File: src/rtl/lcd_frame_pkg.sv
package lcdFramePkg;
  typedef enum logic [1:0] {
    ST_IDLE   = 2'd0,
    ST_SHIFT  = 2'd1,
    ST_SETTLE = 2'd2
  } stateT;

  // strobes from control to datapath
  typedef struct packed {
    logic load;   // capture a new payload into the frame register
    logic shift;  // advance the frame register by one bit
  } strobeT;

  localparam logic [7:0] SYNC_CMD = 8'hF8;
  localparam logic [7:0] SYNC_DAT = 8'hFA;
  localparam int FRAME_BITS = 24;
endpackage

File: src/rtl/lcd_frame_ctrl.sv
module lcd_frame_ctrl
  import lcdFramePkg::*;
#(
  parameter int CLK_DIV       = 4,
  parameter int SETTLE_CYCLES = 10000
) (
  input  logic   clk,
  input  logic   rstN,
  input  logic   byteValid,
  output logic   byteReady,
  output logic   sclkOut,
  output strobeT strobe
);
  localparam int PH_W  = (CLK_DIV > 2) ? $clog2(CLK_DIV) : 1;
  localparam int BIT_W = $clog2(FRAME_BITS);
  localparam int SET_W = $clog2(SETTLE_CYCLES + 1);
  localparam logic [PH_W-1:0]  PH_LAST  = PH_W'(CLK_DIV - 1);
  localparam logic [PH_W-1:0]  PH_HALF  = PH_W'(CLK_DIV / 2);
  localparam logic [BIT_W-1:0] BIT_LAST = BIT_W'(FRAME_BITS - 1);
  localparam logic [SET_W-1:0] SET_LOAD = SET_W'(SETTLE_CYCLES);

  stateT             state;
  logic [PH_W-1:0]   phase;
  logic [BIT_W-1:0]  bitIdx;
  logic [SET_W-1:0]  settleCnt;
  logic              phaseEnd;

  assign byteReady    = (state == ST_IDLE);
  assign phaseEnd     = (state == ST_SHIFT) && (phase == PH_LAST);
  assign strobe.load  = byteValid && byteReady;
  assign strobe.shift = phaseEnd;
  assign sclkOut      = (state == ST_SHIFT) && (phase >= PH_HALF);

  always_ff @(posedge clk) begin
    if (!rstN) begin
      state     <= ST_IDLE;
      phase     <= '0;
      bitIdx    <= '0;
      settleCnt <= '0;
    end else begin
      case (state)
        ST_IDLE: begin
          if (strobe.load) begin
            state  <= ST_SHIFT;
            phase  <= '0;
            bitIdx <= '0;
          end
        end
        ST_SHIFT: begin
          if (phaseEnd) begin
            phase <= '0;
            if (bitIdx == BIT_LAST) begin
              state     <= ST_SETTLE;
              settleCnt <= SET_LOAD;
            end else begin
              bitIdx <= bitIdx + 1'b1;
            end
          end else begin
            phase <= phase + 1'b1;
          end
        end
        ST_SETTLE: begin
          if (settleCnt <= SET_W'(1)) state <= ST_IDLE;
          else settleCnt <= settleCnt - 1'b1;
        end
        default: state <= ST_IDLE;
      endcase
    end
  end
endmodule

File: src/rtl/lcd_frame_dp.sv
module lcd_frame_dp
  import lcdFramePkg::*;
(
  input  logic       clk,
  input  logic       rstN,
  input  strobeT     strobe,
  input  logic [7:0] byteData,
  input  logic       addrValid,
  input  logic       addrSel,
  input  logic       csEnReq,
  input  logic       csDisReq,
  output logic       sdo,
  output logic       csOut
);
  logic                  regSel;
  logic [FRAME_BITS-1:0] frameReg;
  logic [7:0]            syncByte;

  assign syncByte = regSel ? SYNC_DAT : SYNC_CMD;
  assign sdo      = frameReg[FRAME_BITS-1];

  always_ff @(posedge clk) begin
    if (!rstN) begin
      regSel   <= 1'b0;
      frameReg <= '0;
      csOut    <= 1'b0;
    end else begin
      if (addrValid) regSel <= addrSel;
      if (strobe.load)
        frameReg <= {syncByte, byteData[7:4], 4'h0, byteData[3:0], 4'h0};
      else if (strobe.shift)
        frameReg <= {frameReg[FRAME_BITS-2:0], 1'b0};
      if (csDisReq)     csOut <= 1'b0;
      else if (csEnReq) csOut <= 1'b1;
    end
  end
endmodule

File: src/rtl/lcd_frame_tx.sv
module lcd_frame_tx
  import lcdFramePkg::*;
#(
  parameter int CLK_DIV       = 4,
  parameter int SETTLE_CYCLES = 10000
) (
  input  logic       clk,
  input  logic       rstN,
  input  logic       byteValid,
  input  logic [7:0] byteData,
  output logic       byteReady,
  input  logic       addrValid,
  input  logic       addrSel,
  input  logic       csEnReq,
  input  logic       csDisReq,
  output logic       sclk,
  output logic       sdo,
  output logic       csOut
);
  strobeT strobe;

  lcd_frame_ctrl #(.CLK_DIV(CLK_DIV), .SETTLE_CYCLES(SETTLE_CYCLES)) u_ctrl (
    .clk(clk), .rstN(rstN), .byteValid(byteValid),
    .byteReady(byteReady), .sclkOut(sclk), .strobe(strobe)
  );

  lcd_frame_dp u_dp (
    .clk(clk), .rstN(rstN), .strobe(strobe), .byteData(byteData),
    .addrValid(addrValid), .addrSel(addrSel),
    .csEnReq(csEnReq), .csDisReq(csDisReq),
    .sdo(sdo), .csOut(csOut)
  );
endmodule

File: config.mk
export PLATFORM = sky130hd
export DESIGN_NAME = lcd_frame_tx
export DESIGN_NICKNAME = d
export VERILOG_FILES = /design/src/rtl/lcd_frame_pkg.sv /design/src/rtl/lcd_frame_ctrl.sv /design/src/rtl/lcd_frame_dp.sv /design/src/rtl/lcd_frame_tx.sv
export SDC_FILE = /design/constraint.sdc
export NUM_CORES = 1
export LEC_CHECK = 0
export ABC_CLOCK_PERIOD_IN_PS = 5050
export BUFFER_PORTS_ARGS = -buffer_cell sky130_fd_sc_hd__buf_2
export CAP_MARGIN = 0
export CORE_MARGIN = 2
export CORE_UTILIZATION = 63
export CTS_CLUSTER_DIAMETER = 40
export CTS_CLUSTER_SIZE = 30
export DETAILED_ROUTE_END_ITERATION = 10
export GPL_TIMING_DRIVEN = 0
export PLACE_DENSITY_LB_ADDON = 0.08
export SYNTH_ARGS = -nofsm -noshare
export SYNTH_HDL_FRONTEND = slang
export SYNTH_HIERARCHICAL = 1
export SYNTH_SLANG_ARGS = --single-unit
File: constraint.sdc
create_clock -name clk -period 5.05 [get_ports clk]
set_input_delay 0.505 -clock clk [delete_from_list [all_inputs] [get_ports clk]]
set_output_delay 0.505 -clock clk [all_outputs]
set_load 0.02 [all_outputs]
Yosys cells after proc, flatten, opt, wreduce, memory -nomap -nowiden
Cells that the tools add are included.

Output and inout bits: 4. Register bits: 45.

Add/subtract/negate cells: 3. Bitwise gates (word level): 1. Mux-type cells: 19. Magnitude comparators: 2. Equal/unequal tests: 10. Reduce and logical (&&, ||, !) cells: 13.

Operators with widths (number): $mux W24 (2); $mux W14 (3); $pmux W14 S2 (1); $mux W5 (3); $le A14 B1 Y1 const B (1); $mux W2 (7); $sub A14 B1 Y14 const B (1); $reduce_and A4 Y1 (3); $pmux W5 S2 (1); $ne A2 B2 Y1 const B (4); $pmux W2 S3 (1); $reduce_bool A2 Y1 (3); $add A5 B1 Y5 const B (1); $eq A5 B5 Y1 const B (1); $eq A2 B2 Y1 const B (2); $ne A2 B1 Y1 const B (2); $pmux W2 S2 (1); $reduce_or A2 Y1 (2); $logic_and A1 B1 Y1 (3); $add A2 B1 Y2 const B (1); $eq A2 B1 Y1 const B (1); $ge A2 B2 Y1 const B (1); $logic_not A2 Y1 (1); $reduce_and A2 Y1 (1); $not A1 Y1 (1).

Logic depth before layout (Yosys ltp)
Gate-level depths: netlist of the first run.

Depth in word-level cells: 4. Mapped depth: 7.

Hierarchy
Netlist of the first run, hierarchy kept.

Modules (own cells, without submodules): lcd_frame_ctrl (instances 1, sequential area each 460.4 sq um, area an instance 1248.7 sq um, cells each 149); lcd_frame_dp (instances 1, sequential area each 440.4 sq um, area an instance 930.9 sq um, cells each 82).

Worst setup path before layout of the first run
Ideal clock, no wire load.

Kind: reg2reg. Start: register u_ctrl.settleCnt[2]. End: register u_ctrl.settleCnt[8]. Cell stages (with the launch flop): 5. Buffers on the path: 0. Slack: 3.188 ns. Required time: 4.916 ns. Setup time: 0.134 ns. Arrival time: 1.728 ns. Clock period less this slack: 1.862 ns. Cell sequence: dfxtp_1 -> or4_1 -> or4_4 -> a21oi_2 -> o31ai_1.

Word-level cells in the longest chain between the ends: 3. Elaborated cells between the ends (all ways): 6.

RTL lines: from (decl) (RTL line lcd_frame_ctrl.sv:25) `logic [SET_W-1:0] settleCnt;`; from (signal assigned) (RTL line lcd_frame_ctrl.sv:64) `else settleCnt <= settleCnt - 1'b1;`; $sub A14 B1 Y14 or $le A14 B1 Y1 (tied branches) (RTL line lcd_frame_ctrl.sv:64, lcd_frame_ctrl.sv:63); $mux W14 or $ne A2 B2 Y1 (tied branches); $pmux W14 S2 or $reduce_and A4 Y1 (tied branches).

Several ways; a longest one is shown, not always the timed one. The select of a mux whose other input is x is not followed. A chain may end at the register's enable or synchronous reset.

Worst setup path after layout of the first run
Start: register u_ctrl.settleCnt[0]. End: register u_ctrl.settleCnt[11].

The elaborated chain is that of the path after synthesis.

==> impl_results.md, run 1 <==
* Max IR drop VDD at 225.8 uV
* Hold Path Sink: u_dp/csOut$_SDFFE_PP0P_
* Yosys cell types at 46
* Sequential fraction of design power at 57.9%
* Clock tree buffer depth at 2
* Post-cts resize count at 0
* Crit Path Class: reg2reg
* Normalized max-slew margin at 58.17%
* Routed WL at 4.179 mm
* Most common cell after layout, fill and taps aside: dfxtp_1
* Hold_sp: csDisReq
* Flop-to-flop setup slack at 2.94 ns
* Critical path capture point type: register
* Via density at 5.887
* Sequential fraction of the synthesis area at 41.33%
* #FFs+latches synth at 45
* Switching fraction of total power at 22.93%
* Row count at 21
* R2R Path Start: u_ctrl/settleCnt[0]$_SDFFE_PN0P_
* Routed len/inst at 13.84 um
* Final GP Congestion at 0.8144
* ANT nets after route at 0
* # IOs at 19
* Synthesized area per cell at 9.435 um2
* Post-synth EDFFs at 0
* Yosys top cell area share at 41.33%
* Final Hold Fails at 0
* CTS tree: built
* Combinational power share at 7.6%
* Max Clock Freq at 0.4738 GHz
* Hold WS at 0.2843 ns
* Async SR Flop Fraction at 0%
* Final setup fails at 0
* Sw power at 147.5 uW
* Pwr dens at 267.8 mW/mm2
* Vias at 1778
* Hold Crit Depth at 2
* Placed wire-length estimate at 2.964 mm
* Root buffer cell: clkbuf_4
* CP Max Fanout at 7
* # Post-CTS Setup Buffers at 0
* CTS Buf Count at 5
* Setup_tns at 0 ns
* Clk sinks at 45
* Synth Flop Type: dfxtp_1
* Measured slew at the worst slew-check pin at 0.6223 ns
* NumNets Final at 275
* Initial antenna violation count at 0
* Global-route wire length before repair at 7.272 mm
* Static Leak at 1.007 nW
* Post-CTS Hold Buffers at 0
* DP Area at 0.002322 mm2
* DR iter-0 viols at 132
* Cell Area, Synth at 0.002180 mm2
* Hold Crit Class: in2reg
* First-pass DRT Iterations at 4
* Share of layout cells above drive strength 1 at 18.75%
* Die height at 62.82 um
* Max H-tree Level at 2
* Post-Syn Nets at 251
* Period Utilization, post-route at 41.79%
* Synth warn at 6
* RSZ-0062 raised after global routing: no
* Part of the power in the clock network at 34.5%
* FF-to-FF End: u_ctrl/settleCnt[11]$_SDFFE_PN0P_
* CP required at 5.35 ns
* Starting density of the core at 65.32%
* Minimum clock period at 2.111 ns
* Clock transition at path regs at 0.13 ns
* Later-pin clock latency in the skew report at 0.36 ns
* Die X at 62.82 um
* Outcome: finished, final reports clean
* Post-layout instance area at 0.002402 mm2
* Max-cap violations at 0
* Commonest cells after routing, fill and taps aside: dfxtp_1, nor2_1, buf_2, a21oi_1, mux2_2
* Clock skew at 0.01131 ns
* Tot GR Track Use at 23.11%
* Ranking of synthesized cells by area: dfxtp_1, mux2_2, a21oi_1, o211a_1, nand2b_1
* Worst r2r path cells at 6
* Post-route DRC violation count at 0
* Syn-to-layout area delta at 10.22%
* Dominant cell type by area after synthesis: dfxtp_1
* Port Buffer Count at 17
* Worst Setup Start Kind: register
* Arr. time, crit path at 2.42 ns
* Largest net degree at the start of global routing at 15
* Max Slew Vio Count at 0
* Pint at 495.8 uW
* Post-Syn Instances at 231
* Vias in the first global route at 1695
* GR Overflow Total at 0
* Die footprint at 0.003946 mm2
* Core box area at 0.003337 mm2
* Antenna cells at 0
[worst max-delay path by stage]
stage	start	endpoint	slack (ns)
floorplan	u_ctrl/settleCnt[2]$_SDFFE_PN0P_	u_ctrl/settleCnt[8]$_SDFFE_PN0P_	3.19
global placement	u_ctrl/settleCnt[0]$_SDFFE_PN0P_	u_ctrl/settleCnt[11]$_SDFFE_PN0P_	2.97
detailed placement	u_ctrl/settleCnt[0]$_SDFFE_PN0P_	u_ctrl/settleCnt[11]$_SDFFE_PN0P_	3.00
CTS	u_ctrl/settleCnt[0]$_SDFFE_PN0P_	u_ctrl/settleCnt[11]$_SDFFE_PN0P_	2.96
global route	u_ctrl/settleCnt[0]$_SDFFE_PN0P_	u_ctrl/settleCnt[11]$_SDFFE_PN0P_	2.72
finish	u_ctrl/settleCnt[0]$_SDFFE_PN0P_	u_ctrl/settleCnt[11]$_SDFFE_PN0P_	2.94
[final cells by class]
class	instances	area, um2
Buffer	13	70.07
Clock buffer	6	41.29
Clock inverter	2	38.79
Fill cell	275	934.6
Inverter	8	30.03
Multi-Input combinational cell	165	1179
Sequential cell	45	900.9
Tap cell	46	57.56
Timing Repair Buffer	17	85.08
[flip-flops by register name (all words and copies together) (netlist names)]
| name | cells |
|---|---|
| u_ctrl/phase | 2 |
| u_ctrl/bitIdx | 5 |
| u_dp/frameReg | 20 |
| u_dp/csOut | 1 |
| u_ctrl/state | 2 |
| u_ctrl/settleCnt | 14 |
| u_dp/regSel | 1 |
[critical path, cell delays in order, from the launching register on]
cell,delay (ns)
dfxtp_1,0.42
inv_1,0.08
ha_1,0.29
o21bai_1,0.37
o211ai_1,0.28
or4_1,0.47
a21oi_1,0.14
[Yosys cell counts, types with 3 or more instances]
master / instances
nand3_1: 7
or4_1: 6
mux2_2: 13
or3_1: 7
clkbuf_1: 7
o21ai_0: 6
nor4_1: 3
a21oi_1: 16
mux2i_1: 7
buf_4: 3
o31a_1: 5
o31ai_1: 6
ha_1: 5
dfxtp_1: 45
inv_1: 7
nor2_1: 20
o21a_1: 7
nand2b_1: 12
nand2_1: 7
o211a_1: 8
[metrics by stage]
step / utilization [%] / cells / worst slack [ns] / power (mW)
final: 71.99 / 302 / 2.939 / 0.6433
after global routing: 71.99 / 302 / 2.725 / 0.6726
after CTS: 71.99 / 302 / 2.956 / 0.6508
after detailed placement: 69.59 / 294 / 3.001 / 0.4298
after global placement: 69.59 / 294 / 2.972 / 0.4279
after floorplan: - / 231 / 3.188 / 0.4143
[power groups by stage]
stage                     Clock [mW]  Combinational, mW  Sequential (mW)
after floorplan                    0             0.0346            0.380
after global placement             0             0.0481            0.380
after CTS                      0.229             0.0498            0.372
after detailed placement           0             0.0494            0.380
after global routing           0.243             0.0553            0.374
final                          0.222             0.0491            0.372
[cell families (layout without fill, tap and decap cells)]
| kind of cell | after synthesis | in the layout | synth area share (%) |
|---|---|---|---|
| and+or+nand+nor | 78 | 78 | 20.90 |
| DFF | 45 | 45 | 41.33 |
| adders and majority gates | 5 | 5 | 2.870 |
| buffers and inverters | 21 | 46 | 4.593 |
| muxes | 20 | 20 | 9.931 |
| xor gates and xnor gates | 1 | 1 | 0.4019 |
| AOI/OAI and AO/OA | 61 | 61 | 19.98 |
[routing by layer]
layer	vias to the layer above	wire length (um)	GRT usage [%]
li1	906	-	-
met1	832	2017	29.90
met2	35	1919	37.90
met3	5	202	5.405
met4	0	40	7.778
met5	-	0	0
Note: power is estimated with default switching activity, not from simulation.
==> inputs of run 2 (changes only) <==
--- a/config.mk
+++ b/config.mk
@@ -5,11 +5,11 @@
 export SDC_FILE = /design/constraint.sdc
 export NUM_CORES = 1
 export LEC_CHECK = 0
-export ABC_CLOCK_PERIOD_IN_PS = 5050
+export ABC_CLOCK_PERIOD_IN_PS = 2100
 export BUFFER_PORTS_ARGS = -buffer_cell sky130_fd_sc_hd__buf_2
 export CAP_MARGIN = 0
 export CORE_MARGIN = 2
-export CORE_UTILIZATION = 63
+export CORE_UTILIZATION = 58
 export CTS_CLUSTER_DIAMETER = 40
 export CTS_CLUSTER_SIZE = 30
 export DETAILED_ROUTE_END_ITERATION = 10
==> constraint.sdc (replaced) <==
create_clock -name clk -period 2.1 [get_ports clk]
set_input_delay 0.21 -clock clk [delete_from_list [all_inputs] [get_ports clk]]
set_output_delay 0.21 -clock clk [all_outputs]
set_load 0.02 [all_outputs]
==> impl_results.md, run 2 (synthesis results as in run 1) <==
* Outcome: finished, final reports clean
* CP required at 2.26 ns
* CTS tree: built
* Arr. time, crit path at 2.21 ns
* Share of layout cells above drive strength 1 at 19.44%
* CP Depth at 4
* Die X at 65.30 um
* Crit path cell chain: or4_1 > or4_4 > a21oi_2 > o31ai_1
* ANT nets after route at 0
* Initial antenna violation count at 0
* # IOs at 19
* Static Leak at 1.013 nW
* RSZ-0062 raised after global routing: yes
* DR iter-0 viols at 48
* Routed len/inst at 13.71 um
* Max IR drop VDD at 432.3 uV
* Normalized max-slew margin at 57.10%
* Largest register FFs at 20
* Crit-path leading delay family: simple AND/OR/NAND/NOR gates
* GR Overflow Total at 0
* Flop-to-flop setup slack at 0.05 ns
* Max Clock Freq at 0.4873 GHz
* Crit path max-delay cell type: or4_4
* Post-CTS Hold Buffers at 0
* Period Utilization, post-route at 97.71%
* First-pass DRT Iterations at 4
* Final Hold Fails at 0
* Critical path capture point type: register
* Die height at 65.30 um
* Total power at 1.497 mW
* Final GP Congestion at 0.8086
* R2R Path Start: u_ctrl/settleCnt[2]$_SDFFE_PN0P_
* Commonest cells after routing, fill and taps aside: dfxtp_1, nor2_1, buf_2, a21oi_1, mux2_2
* Final setup fails at 0
* # fillers at 324
* Worst Setup Start Kind: register
* Vias at 1743
* Routed WL at 4.112 mm
* Row count at 22
* Placed wire-length estimate at 2.941 mm
* Die footprint at 0.004264 mm2
* Tot GR Track Use at 21.83%
* Max Slew Vio Count at 0
* Buf/Inv on CP at 0
* Hold Crit Class: in2reg
* Clock skew at 0.005315 ns
* Worst r2r path cells at 4
* Clk sinks at 45
* Port Buffer Count at 17
* CP endpoint: u_ctrl/settleCnt[8]$_SDFFE_PN0P_
* Crit path largest cell delay at 0.60 ns
* Crit Path Class: reg2reg
* Core box area at 0.003633 mm2
* Setup_tns at 0 ns
* FF-to-FF End: u_ctrl/settleCnt[8]$_SDFFE_PN0P_
* Syn-to-layout area delta at 9.931%
* Measured slew at the worst slew-check pin at 0.6381 ns
* Hold WS at 0.06007 ns
* Minimum clock period at 2.052 ns
* CTS Buf Count at 5
* Root buffer cell: clkbuf_8
* Antenna cells at 0
* Clock tree buffer depth at 2
* Max H-tree Level at 2
* Most common cell after layout, fill and taps aside: dfxtp_1
* Post-route DRC violation count at 0
* Later-pin clock latency in the skew report at 0.30 ns
* Final core area utilization at 65.94%
* Global-route wire length before repair at 7.258 mm
* Largest net degree at the start of global routing at 13
* Crit path launch: u_ctrl/settleCnt[2]$_SDFFE_PN0P_
* Via density at 5.810
* Pwr dens at 624.7 mW/mm2
* NumNets Final at 273
* Max-cap violations at 0
* Biggest register: u_dp/frameReg
* Starting density of the core at 59.99%
* Clock transition at path regs at 0.08 ns
* CP Max Fanout at 6
* Largest registers: u_dp/frameReg (20), u_ctrl/settleCnt (14), u_ctrl/bitIdx (5)
* Vias in the first global route at 1706
## run 2: metal layers
layer	share of wire [%]	global-route usage, %	wire (um)
met5	0	0	0
met1	48	25.84	1978
met2	47	37.24	1943
met4	1.6	8.594	64
met3	3.0	6.164	125
## run 2: stage by stage
step | worst slack, ns | std cells | instance area [um2]
floorplan | 0.2377 | 231 | 2180
global placement | 0.08828 | 296 | 2325
detailed placement | 0.04671 | 296 | 2325
CTS | 0.01825 | 302 | 2399
global route | -0.01611 | 300 | 2396
finish | 0.04808 | 300 | 2396
## run 2: area by class of cell
type	count	area, um2	area share [%]
Clock inverter	1	5.005	0.2089
Multi-Input combinational cell	165	1182	49.35
Clock buffer	5	68.82	2.872
Timing Repair Buffer	17	85.08	3.551
Tap cell	48	60.06	2.507
Sequential cell	45	900.9	37.60
Inverter	8	30.03	1.253
Buffer	11	63.81	2.663
## run 2: worst min path at each step
stage | from | to | slack [ns] | cells past startpoint
floorplan | csDisReq | u_dp/csOut$_SDFFE_PP0P_ | 0.29 | 1
global placement | csDisReq | u_dp/csOut$_SDFFE_PP0P_ | 0.37 | 2
detailed placement | csDisReq | u_dp/csOut$_SDFFE_PP0P_ | 0.38 | 2
CTS | csDisReq | u_dp/csOut$_SDFFE_PP0P_ | 0.05 | 2
global route | csDisReq | u_dp/csOut$_SDFFE_PP0P_ | 0.06 | 2
finish | csDisReq | u_dp/csOut$_SDFFE_PP0P_ | 0.06 | 2
## run 2: power by group
group	total [mW]	internal, mW	leakage, nW	switching, mW
Sequential	0.894	0.879	0.367	0.0144
Combinational	0.116	0.0580	0.606	0.0579
Clock	0.487	0.219	0.0399	0.268
Total	1.50	1.16	1.01	0.340
## run 2: repair_timing
item	4_1_cts	5_1_grt
buffers inserted	0	0
resized for setup	0	3
endpoints found under the hold margin	0	0
setup endpoints to repair	0	11
